[config.mk]
export PLATFORM = sky130hd
export DESIGN_NAME = acc_seq_core
export DESIGN_NICKNAME = d
export VERILOG_FILES = /design/src/rtl/acc_seq_pkg.sv /design/src/rtl/acc_seq_alu.sv /design/src/rtl/acc_seq_fsm.sv /design/src/rtl/acc_seq_dp.sv /design/src/rtl/acc_seq_core.sv
export SDC_FILE = /design/constraint.sdc
export NUM_CORES = 1
export LEC_CHECK = 0
export ABC_AREA = 1
export BUFFER_PORTS_ARGS = -buffer_cell sky130_fd_sc_hd__buf_2
export CAP_MARGIN = 20
export CORE_MARGIN = 4
export CORE_UTILIZATION = 59
export CTS_BUF_LIST = sky130_fd_sc_hd__clkbuf_2
export DETAILED_ROUTE_END_ITERATION = 12
export PLACE_DENSITY_LB_ADDON = 0.1
export SKIP_LAST_GASP = 1
export SLEW_MARGIN = 20
export SYNTH_ARGS = -nofsm -noshare
export SYNTH_HDL_FRONTEND = slang
export SYNTH_SLANG_ARGS = --single-unit
export TNS_END_PERCENT = 20
[constraint.sdc]
create_clock -name clk -period 2.7 [get_ports clk]
set_input_delay 0.54 -clock clk [delete_from_list [all_inputs] [get_ports clk]]
set_output_delay 0.54 -clock clk [all_outputs]
set_load 0.02 [all_outputs]
[src/rtl/acc_seq_pkg.sv]
package acc_seq_pkg;

  localparam int OP_W = 4;

  typedef enum logic [OP_W-1:0] {
    OP_HALT  = 4'd0,
    OP_ADD   = 4'd1,
    OP_SUB   = 4'd2,
    OP_STORE = 4'd3,
    OP_LOAD  = 4'd4,
    OP_BRA   = 4'd5,
    OP_BRZ   = 4'd6,
    OP_BRP   = 4'd7,
    OP_IN    = 4'd8,
    OP_OUT   = 4'd9
  } op_e;

  typedef enum logic [3:0] {
    ST_F_MAR, ST_F_WAIT, ST_F_MDR, ST_F_IR, ST_DECODE,
    ST_OP_WAIT, ST_OP_MDR, ST_EXEC,
    ST_ST_MDR, ST_ST_WR,
    ST_IN_WAIT, ST_IN_ACC,
    ST_OUT_IOR, ST_OUT_WAIT,
    ST_PC_INC, ST_HALT
  } state_e;

  // one strobe per register transfer
  typedef struct packed {
    logic mar_from_pc;
    logic mar_from_ir;
    logic mdr_from_mem;
    logic mdr_from_acc;
    logic ir_from_mdr;
    logic acc_from_alu;
    logic acc_from_mdr;
    logic acc_from_ior;
    logic ior_from_in;
    logic ior_from_acc;
    logic pc_inc;
    logic pc_from_ir;
    logic we_set;
  } ctl_t;

endpackage

[src/rtl/acc_seq_alu.sv]
module acc_seq_alu #(
  parameter int DATA_W = 12
) (
  input  logic [DATA_W-1:0] a,
  input  logic [DATA_W-1:0] b,
  input  logic              sub,
  output logic [DATA_W-1:0] res,
  output logic              carry,
  output logic              ovf
);
  localparam int MSB = DATA_W - 1;

  logic [DATA_W:0] ext;

  always_comb begin
    if (sub) ext = {1'b0, a} - {1'b0, b};
    else     ext = {1'b0, a} + {1'b0, b};
    res   = ext[DATA_W-1:0];
    carry = ext[DATA_W];
    if (sub) ovf = (a[MSB] != b[MSB]) && (res[MSB] != a[MSB]);
    else     ovf = (a[MSB] == b[MSB]) && (res[MSB] != a[MSB]);
  end
endmodule

[src/rtl/acc_seq_fsm.sv]
module acc_seq_fsm
  import acc_seq_pkg::*;
(
  input  logic                clk,
  input  logic                rst,
  input  logic [OP_W-1:0]     opcode,
  input  logic                acc_zero,
  input  logic                acc_pos,
  input  logic                in_valid,
  input  logic                out_ready,
  output ctl_t                ctl,
  output state_e              state_q
);
  state_e nxt;

  always_ff @(posedge clk) begin
    if (rst) state_q <= ST_F_MAR;
    else     state_q <= nxt;
  end

  always_comb begin
    ctl = '0;
    nxt = state_q;
    case (state_q)
      ST_F_MAR: begin
        ctl.mar_from_pc = 1'b1;
        nxt = ST_F_WAIT;
      end
      ST_F_WAIT: nxt = ST_F_MDR;
      ST_F_MDR: begin
        ctl.mdr_from_mem = 1'b1;
        nxt = ST_F_IR;
      end
      ST_F_IR: begin
        ctl.ir_from_mdr = 1'b1;
        nxt = ST_DECODE;
      end
      ST_DECODE: begin
        case (op_e'(opcode))
          OP_LOAD, OP_ADD, OP_SUB: begin
            ctl.mar_from_ir = 1'b1;
            nxt = ST_OP_WAIT;
          end
          OP_STORE: begin
            ctl.mar_from_ir = 1'b1;
            nxt = ST_ST_MDR;
          end
          OP_IN:  nxt = ST_IN_WAIT;
          OP_OUT: nxt = ST_OUT_IOR;
          OP_BRA: begin
            ctl.pc_from_ir = 1'b1;
            nxt = ST_F_MAR;
          end
          OP_BRZ: begin
            ctl.pc_from_ir = acc_zero;
            ctl.pc_inc     = !acc_zero;
            nxt = ST_F_MAR;
          end
          OP_BRP: begin
            ctl.pc_from_ir = acc_pos;
            ctl.pc_inc     = !acc_pos;
            nxt = ST_F_MAR;
          end
          default: nxt = ST_HALT;
        endcase
      end
      ST_OP_WAIT: nxt = ST_OP_MDR;
      ST_OP_MDR: begin
        ctl.mdr_from_mem = 1'b1;
        nxt = ST_EXEC;
      end
      ST_EXEC: begin
        if (op_e'(opcode) == OP_LOAD) ctl.acc_from_mdr = 1'b1;
        else                          ctl.acc_from_alu = 1'b1;
        nxt = ST_PC_INC;
      end
      ST_ST_MDR: begin
        ctl.mdr_from_acc = 1'b1;
        ctl.we_set       = 1'b1;
        nxt = ST_ST_WR;
      end
      ST_ST_WR: nxt = ST_PC_INC;
      ST_IN_WAIT: begin
        if (in_valid) begin
          ctl.ior_from_in = 1'b1;
          nxt = ST_IN_ACC;
        end
      end
      ST_IN_ACC: begin
        ctl.acc_from_ior = 1'b1;
        nxt = ST_PC_INC;
      end
      ST_OUT_IOR: begin
        ctl.ior_from_acc = 1'b1;
        nxt = ST_OUT_WAIT;
      end
      ST_OUT_WAIT: if (out_ready) nxt = ST_PC_INC;
      ST_PC_INC: begin
        ctl.pc_inc = 1'b1;
        nxt = ST_F_MAR;
      end
      ST_HALT: nxt = ST_HALT;
      default: nxt = ST_HALT;
    endcase
  end
endmodule

[src/rtl/acc_seq_dp.sv]
module acc_seq_dp
  import acc_seq_pkg::*;
#(
  parameter int DATA_W    = 12,
  parameter int ADDR_W    = 7,
  parameter int MEM_WORDS = 100
) (
  input  logic                clk,
  input  logic                rst,
  input  ctl_t                ctl,
  input  logic [DATA_W-1:0]   mem_rdata,
  input  logic [DATA_W-1:0]   in_data,
  input  logic [DATA_W-1:0]   alu_res,
  input  logic                alu_carry,
  input  logic                alu_ovf,
  output logic [ADDR_W-1:0]   mar_q,
  output logic [DATA_W-1:0]   mdr_q,
  output logic [OP_W-1:0]     opcode,
  output logic [DATA_W-1:0]   acc_q,
  output logic [DATA_W-1:0]   ior_q,
  output logic                carry_q,
  output logic                ovf_q,
  output logic                we_q
);
  localparam int INSTR_W = OP_W + ADDR_W;
  localparam logic [ADDR_W-1:0] PC_LAST = ADDR_W'(MEM_WORDS - 1);

  logic [ADDR_W-1:0]  pc_q;
  logic [INSTR_W-1:0] ir_q;
  logic [ADDR_W-1:0]  ir_addr;

  assign ir_addr = ir_q[ADDR_W-1:0];
  assign opcode  = ir_q[INSTR_W-1:ADDR_W];

  always_ff @(posedge clk) begin
    if (rst) begin
      pc_q    <= '0;
      mar_q   <= '0;
      mdr_q   <= '0;
      ir_q    <= '0;
      acc_q   <= '0;
      ior_q   <= '0;
      carry_q <= 1'b0;
      ovf_q   <= 1'b0;
      we_q    <= 1'b0;
    end else begin
      we_q <= ctl.we_set;
      if (ctl.mar_from_pc)      mar_q <= pc_q;
      else if (ctl.mar_from_ir) mar_q <= ir_addr;
      if (ctl.mdr_from_mem)      mdr_q <= mem_rdata;
      else if (ctl.mdr_from_acc) mdr_q <= acc_q;
      if (ctl.ir_from_mdr) ir_q <= mdr_q[INSTR_W-1:0];
      if (ctl.acc_from_alu) begin
        acc_q   <= alu_res;
        carry_q <= alu_carry;
        ovf_q   <= alu_ovf;
      end else if (ctl.acc_from_mdr) begin
        acc_q <= mdr_q;
      end else if (ctl.acc_from_ior) begin
        acc_q <= ior_q;
      end
      if (ctl.ior_from_in)       ior_q <= in_data;
      else if (ctl.ior_from_acc) ior_q <= acc_q;
      if (ctl.pc_from_ir)  pc_q <= ir_addr;
      else if (ctl.pc_inc) pc_q <= (pc_q == PC_LAST) ? '0 : pc_q + 1'b1;
    end
  end
endmodule

[src/rtl/acc_seq_core.sv]
module acc_seq_core
  import acc_seq_pkg::*;
#(
  parameter int DATA_W    = 12,
  parameter int ADDR_W    = 7,
  parameter int MEM_WORDS = 100
) (
  input  logic              clk,
  input  logic              rst,
  output logic [ADDR_W-1:0] mem_addr,
  output logic              mem_we,
  output logic [DATA_W-1:0] mem_wdata,
  input  logic [DATA_W-1:0] mem_rdata,
  input  logic              in_valid,
  output logic              in_ready,
  input  logic [DATA_W-1:0] in_data,
  output logic              out_valid,
  input  logic              out_ready,
  output logic [DATA_W-1:0] out_data,
  output logic              halted,
  output logic              acc_zero,
  output logic              acc_pos,
  output logic              flag_carry,
  output logic              flag_ovf
);
  ctl_t              ctl;
  state_e            state_q;
  logic [OP_W-1:0]   opcode;
  logic [DATA_W-1:0] acc_q;
  logic [DATA_W-1:0] mdr_q;
  logic [DATA_W-1:0] ior_q;
  logic [DATA_W-1:0] alu_res;
  logic              alu_carry;
  logic              alu_ovf;

  acc_seq_fsm u_fsm (
    .clk       (clk),
    .rst       (rst),
    .opcode    (opcode),
    .acc_zero  (acc_zero),
    .acc_pos   (acc_pos),
    .in_valid  (in_valid),
    .out_ready (out_ready),
    .ctl       (ctl),
    .state_q   (state_q)
  );

  acc_seq_alu #(.DATA_W(DATA_W)) u_alu (
    .a     (acc_q),
    .b     (mdr_q),
    .sub   (op_e'(opcode) == OP_SUB),
    .res   (alu_res),
    .carry (alu_carry),
    .ovf   (alu_ovf)
  );

  acc_seq_dp #(
    .DATA_W    (DATA_W),
    .ADDR_W    (ADDR_W),
    .MEM_WORDS (MEM_WORDS)
  ) u_dp (
    .clk       (clk),
    .rst       (rst),
    .ctl       (ctl),
    .mem_rdata (mem_rdata),
    .in_data   (in_data),
    .alu_res   (alu_res),
    .alu_carry (alu_carry),
    .alu_ovf   (alu_ovf),
    .mar_q     (mem_addr),
    .mdr_q     (mdr_q),
    .opcode    (opcode),
    .acc_q     (acc_q),
    .ior_q     (ior_q),
    .carry_q   (flag_carry),
    .ovf_q     (flag_ovf),
    .we_q      (mem_we)
  );

  assign mem_wdata = mdr_q;
  assign out_data  = ior_q;
  assign in_ready  = (state_q == ST_IN_WAIT);
  assign out_valid = (state_q == ST_OUT_WAIT);
  assign halted    = (state_q == ST_HALT);
  assign acc_zero  = (acc_q == '0);
  assign acc_pos   = !acc_q[DATA_W-1];
endmodule

==> impl_metrics.tcl, run 1 <==
set metrics [dict create \
    status "complete, no violations" \
    power_density_nw_per_um2 931.3 \
    core_area_um2 7214 \
    start_util_pct 60.28 \
    power.internal_mw 2.275 \
    clkPwrFrac_pct 13.6 \
    synthArstFlopShare_pct 0 \
    min_period_over_period_pct 94.40 \
    setup_tns_ns 0 \
    pre_cts_ws_ns 0.009829 \
    rows 31 \
    required_ns 3.17 \
    hpwlAfterDp_mm 10.18 \
    path_buf_inv 4 \
    vias 4790 \
    tightest_slew_ns 0.7461 \
    synth.distinct_cells 39 \
    crit_path_frequent_cell "inv_1" \
    peakVddDrop_v 0.0004465 \
    cts_sinks 68 \
    p_seq_share_pct 26.9 \
    synth_edf_count 0 \
    crit_chain "inv_1, ha_1, nand3_1, nor2_2, nand2_1, inv_1, a31oi_2, xor2_1, inv_1, ha_4, nand2_1, inv_1, a21oi_2, nand3_2, nand2_1, nand3_1, a21oi_1" \
    drive_above_1_share_pct 19.63 \
    finalHoldViolations 0 \
    overflow 0 \
    hold_buffers 0 \
    yosys_warnings 0 \
    slew_violations 0 \
    die_x_um 93.86 \
    dieHeight_um 93.86 \
    crit_arrival_ns 3.02 \
    utilization_pct 68.87 \
    p_leak_nw 2.340 \
    max_stage_delay_ns 0.37 \
    synth.cell_area_um2 4349 \
    maxCapViolCount 0 \
    numCtsBuffers 9 \
    finalSetupViolCount 0 \
    hold_path_class "in2reg" \
    clkLatencyLatePin_ns 0.54 \
    final_area_um2 4969 \
    synth_cells 681 \
    skew_ns 0.03572 \
    placed_cell_area_um2 4780 \
    period_minus_slack_ns 2.549 \
    area_delta_synth_final_pct 14.24 \
    grt_use_total_pct 30.98 \
    max_freq_mhz 392.3 \
    rsz0062_at_grt "yes" \
    clock_path_buffers 2 \
    cp_top_family "simple AND/OR/NAND/NOR gates" \
    power_frac_comb_pct 59.5 \
    path_max_fanout 5 \
    startpoint_type "flip-flop" \
    finalNonFillerCells 853 \
    cts_tree "done" \
    grt_first_pass_wirelength_mm 21.38 \
    wl_per_cell_um 15.86 \
    yosysSeqAreaShare_pct 31.30 \
    first_iter_violations 476 \
    first_pass_iters 5 \
    fillers 694 \
    viasPerCell 5.615 \
    synth_nets 724 \
    dp_cells 835 \
    end_kind "flip-flop" \
    power.total_mw 4.627 \
    grt_pass1_vias 4308 \
    drt-total-wl_mm 13.53 \
    setup_slack_ns 0.1511 \
    gp_congestion 1.000 \
    worst-setup-path-type "reg2reg" \
    antenna_found_initial 0 \
    worst_hold_slack_ns 0.2540 \
    io_pins 67 \
    cts-root-buf "clkbuf_2" \
    insertedDiodeCount 0 \
    syn_area_per_cell_um2 6.386 \
    slowest_stage "dfxtp_1" \
    final_nets 792 \
    grt_max_degree 37 \
    antenna_left 0 \
    synth_seq_cells 68 \
    numPortBuffers 66 \
    ys.flop_type "dfxtp_1" \
    die_area_um2 8809 \
    path_clk_slew_ns 0.20 \
    swShare_pct 50.84 \
    slew-limit-headroom_pct 50.26 \
    drc 0 \
    p_sw_mw 2.352 \
    htree_levels 3 \
]
[final timing paths]
| path | start | to | slack [ns] | cells past startpoint |
|---|---|---|---|---|
| setup reg to reg | u_dp.mdr_q[0] | u_dp.acc_q[11] | 0.15 | 17 |
| hold reg to reg | u_dp.ior_q[4] | u_dp.ior_q[4] | 0.51 | 2 |
| setup / recovery | u_dp.mdr_q[0] | u_dp.acc_q[11] | 0.15 | 17 |
| hold / removal | in_data[5] | u_dp.ior_q[5] | 0.25 | 3 |
[power groups by stage]
stage                     combinational (mW)  clock (mW)  sequential, mW
after CTS                               2.57       0.631            1.24
after floorplan                         1.85           0            1.34
final                                   2.75       0.627            1.25
after global routing                    3.06       0.672            1.26
after detailed placement                2.55           0            1.26
after global placement                  2.55           0            1.25
[state kept, by name (all words and copies together) (netlist names)]
name	flops
u_dp.ior_q	12
u_dp.pc_q	7
u_fsm.state_q	4
u_dp.ovf_q	1
u_dp.ir_q	11
u_dp.mdr_q	12
u_dp.carry_q	1
u_dp.mar_q	7
u_dp.acc_q	12
u_dp.we_q	1
[cell families after synthesis]
logic type / share of synthesized area [%]
buf+inv: 9.004
fa+ha+maj: 4.488
simple gates: 34.55
flops: 31.30
xor+xnor: 2.819
compound gates: 17.84
[tightest hold or removal path, cell delays in order]
cell,delay [ns]
buf_2,0.09
nand2_1,0.05
a31oi_1,0.07
[synth_stat cells, types with 6 or more instances]
master	n	area, um^2
a31oi_1	27	168.9
nor2_1	74	277.8
inv_2	13	48.80
nand3_1	55	275.3
clkbuf_1	9	33.78
nand2_1	182	683.2
a21oi_1	44	220.2
nand4_1	12	75.07
ha_1	14	175.2
xor2_1	13	113.9
dfxtp_1	68	1361
inv_1	63	236.5
nor2_2	6	37.54
buf_2	9	45.04
o21ai_0	45	225.2
[metal layers]
metal / GRT usage, % / vias up / part of all wire [%]
met5: 0 / - / 0
met4: 8.664 / 0 / 2.0
met3: 7.131 / 26 / 11
met2: 45.00 / 263 / 42
met1: 45.57 / 2114 / 46
li1: - / 2387 / -
[final cells by class]
cell class	count	area, um^2	area share [%]
multi-input combinational	515	2655	53.44
timing repair buffer	79	427.9	8.612
clock buffer	10	50.05	1.007
sequential	68	1363	27.42
clock inverter	6	63.81	1.284
inverter	76	285.3	5.742
tap	99	123.9	2.493
[layout by cell type, fill, tap and decap left out, types with 4 or more instances in the layout]
| cell type | Yosys | final |
|---|---|---|
| nand2_1 | 182 | 182 |
| inv_2 | 13 | 15 |
| nor2_2 | 6 | 9 |
| a21oi_1 | 44 | 41 |
| o21ai_0 | 45 | 43 |
| buf_2 | 9 | 66 |
| nor2_1 | 74 | 71 |
| nand3_2 | 3 | 5 |
| ha_1 | 14 | 13 |
| xor2_1 | 13 | 13 |
| dfxtp_1 | 68 | 67 |
| buf_4 | 1 | 13 |
| or2_2 | 4 | 4 |
| nand3_1 | 55 | 53 |
| a211oi_1 | 4 | 4 |
| inv_1 | 63 | 61 |
| a21oi_2 | 4 | 7 |
| nor3_1 | 4 | 4 |
| a31oi_1 | 27 | 26 |
| nand4_1 | 12 | 12 |
| o21ai_1 | 4 | 4 |
| clkbuf_2 | 1 | 10 |
[timing repair]
item                       4_1_cts  5_1_grt
setup buffers                    0        2
setup endpoints to repair        1       10
gates resized for setup          1       17
pin swaps                        0        2
Note: power is estimated with default switching activity, not from simulation.
==> run 2, diff against run 1 <==
--- a/config.mk
+++ b/config.mk
@@ -7,10 +7,9 @@
 export LEC_CHECK = 0
 export ABC_AREA = 1
 export BUFFER_PORTS_ARGS = -buffer_cell sky130_fd_sc_hd__buf_2
-export CAP_MARGIN = 20
 export CORE_MARGIN = 4
 export CORE_UTILIZATION = 59
-export CTS_BUF_LIST = sky130_fd_sc_hd__clkbuf_2
+export CTS_BUF_LIST = sky130_fd_sc_hd__clkbuf_4
 export DETAILED_ROUTE_END_ITERATION = 12
 export PLACE_DENSITY_LB_ADDON = 0.1
 export SKIP_LAST_GASP = 1
==> run 2 against run 1 <==
- non-clock buffer count unchanged
- clock-buffer cell count stayed put
- cell count did not move
- clock power up 13%
- power up 1.5%
- global-route usage grew 0.12 points
- sequential share of layout area fell by 0.076 points
- highest routed layer unchanged
==> impl_metrics.tcl, run 2 (same netlist as run 1, synthesis figures left out) <==
set metrics [dict create \
    biggestRegsByFlops "u_dp.acc_q: 12 flops, u_dp.ior_q: 12 flops, u_dp.mdr_q: 12 flops" \
    utilization_pct 69.06 \
    slew-limit-headroom_pct 50.68 \
    swShare_pct 50.10 \
    min_period_over_period_pct 96.19 \
    insertedDiodeCount 0 \
    area_delta_synth_final_pct 14.56 \
    path_clk_slew_ns 0.12 \
    hpwlAfterDp_mm 10.18 \
    drt-total-wl_mm 13.62 \
    viasPerCell 5.685 \
    power.internal_mw 2.343 \
    power_frac_comb_pct 58.4 \
    p_leak_nw 2.341 \
    cts-root-buf "clkbuf_4" \
    start_util_pct 60.28 \
    antenna_found_initial 0 \
    skew_ns 0.02218 \
    core_area_um2 7214 \
    final_cell_mix "182 x nand2_1, 71 x nor2_1, 67 x dfxtp_1, 66 x buf_2, 62 x inv_1" \
    tightest_slew_ns 0.7390 \
    wl_per_cell_um 15.97 \
    io_pins 67 \
    grt_pass1_vias 4303 \
    antenna_left 0 \
    drive_above_1_share_pct 19.10 \
    p_seq_share_pct 26.5 \
    cts_sinks 68 \
    final_nets 792 \
    p_sw_mw 2.353 \
    first_iter_violations 399 \
    worst-setup-path-type "reg2reg" \
    worstHoldPathCells 3 \
    die_area_um2 8809 \
    path_max_fanout 5 \
    status "complete, no violations" \
    cts_tree "done" \
    die_x_um 93.86 \
    dieHeight_um 93.86 \
    clkLatencyLatePin_ns 0.44 \
    grt_max_degree 37 \
    grt_use_total_pct 31.10 \
    multiInputGateArea_um2 2644 \
    finalSetupViolCount 0 \
    end_kind "flip-flop" \
    power_density_nw_per_um2 942.6 \
    peakVddDrop_v 0.0004549 \
    numPortBuffers 66 \
    clock_path_buffers 2 \
    clkPwrFrac_pct 15.1 \
    numCtsBuffers 9 \
    required_ns 3.07 \
    crit_arrival_ns 2.96 \
    final_common_cell "nand2_1" \
    overflow 0 \
    vias 4849 \
    finalHoldViolations 0 \
    period_minus_slack_ns 2.597 \
    regArea_um2 1363 \
    htree_levels 3 \
    grt_first_pass_wirelength_mm 21.38 \
    setup_tns_ns 0 \
    power.total_mw 4.696 \
    hold_path_class "in2reg" \
    rows 31 \
    rsz0062_at_grt "yes" \
    r2r.worst_path.cells 17 \
    fillers 687 \
    gp_congestion 1.000 \
    startpoint_type "flip-flop" \
    slew_violations 0 \
    max_freq_mhz 385.1 \
    first_pass_iters 5 \
    maxCapViolCount 0 \
    hold_buffers 0 \
    drc 0 \
]
## run 2: changes by cell type in the layout (fill, tap and decap cells not counted)
cell / delta
a21oi_2: -2
inv_1: +1
clkbuf_2: -10
inv_2: -1
clkbuf_4: +10
o21ai_1: +1
a21oi_1: +2
o21ai_2: -1
## run 2: cell type report
type / count / share of cell area [%]
Multi-Input combinational cell: 515 / 53.06
Sequential cell: 68 / 27.35
Timing Repair Buffer: 79 / 8.589
Inverter: 76 / 5.726
Tap cell: 99 / 2.486
Clock buffer: 10 / 1.507
Clock inverter: 6 / 1.281
## run 2: worst max-delay path, cell delays in order, from the launching register on
cell and delay (ns):
dfxtp_2 0.35, inv_1 0.12, ha_1 0.19, nand3_1 0.12
nor2_2 0.13, nand2_1 0.10, inv_1 0.10, a31oi_2 0.10
xor2_1 0.16, inv_1 0.09, ha_4 0.24, nand2_1 0.11
inv_1 0.07, a21oi_2 0.21, nand3_2 0.11, nand2_1 0.09
nand3_1 0.10, a21oi_1 0.15
## run 2: through the flow
stage / instance area [um^2] / hold slack (ns) / instances / worst slack [ns]
global route: 4982 / 0.3540 / 853 / -0.1043
finish: 4982 / 0.3668 / 853 / 0.1029
global placement: 4780 / 0.4839 / 835 / 0.08287
CTS: 4922 / 0.3561 / 851 / 0.008030
floorplan: 4349 / 0.4858 / 681 / 0.2111
detailed placement: 4780 / 0.4854 / 835 / 0.009829
## run 2: what timing repair did
action / CTS / global route
gates cloned: 0 / 0
endpoints found under the setup margin: 1 / 9
pin swaps: 0 / 1
resized for setup: 1 / 13
setup buffers: 0 / 2
## run 2: power by group through the flow
stage | Sequential, mW | Clock (mW) | Combinational [mW]
final | 1.25 | 0.707 | 2.74
after global routing | 1.26 | 0.750 | 3.06
after CTS | 1.24 | 0.704 | 2.57
after detailed placement | 1.26 | 0 | 2.55
after global placement | 1.25 | 0 | 2.55
after floorplan | 1.34 | 0 | 1.85
## run 2: final timing paths
kind	slack, ns	to	from
worst max-delay path	0.10	u_dp.acc_q[11]	u_dp.mdr_q[1]
worst min-delay path	0.37	u_dp.ior_q[7]	in_data[7]
worst max register to register	0.10	u_dp.acc_q[11]	u_dp.mdr_q[1]
worst min register to register	0.51	u_dp.mdr_q[1]	u_dp.mdr_q[1]
## run 2: per-layer routing
layer  share of wire [%]  vias to the layer above  GRT usage, %
met5                   0                        -             0
met4                 1.4                        0         9.146
met3                  10                       18         8.013
met2                  42                      248         44.53
met1                  46                     2188         45.57
li1                    -                     2395             -
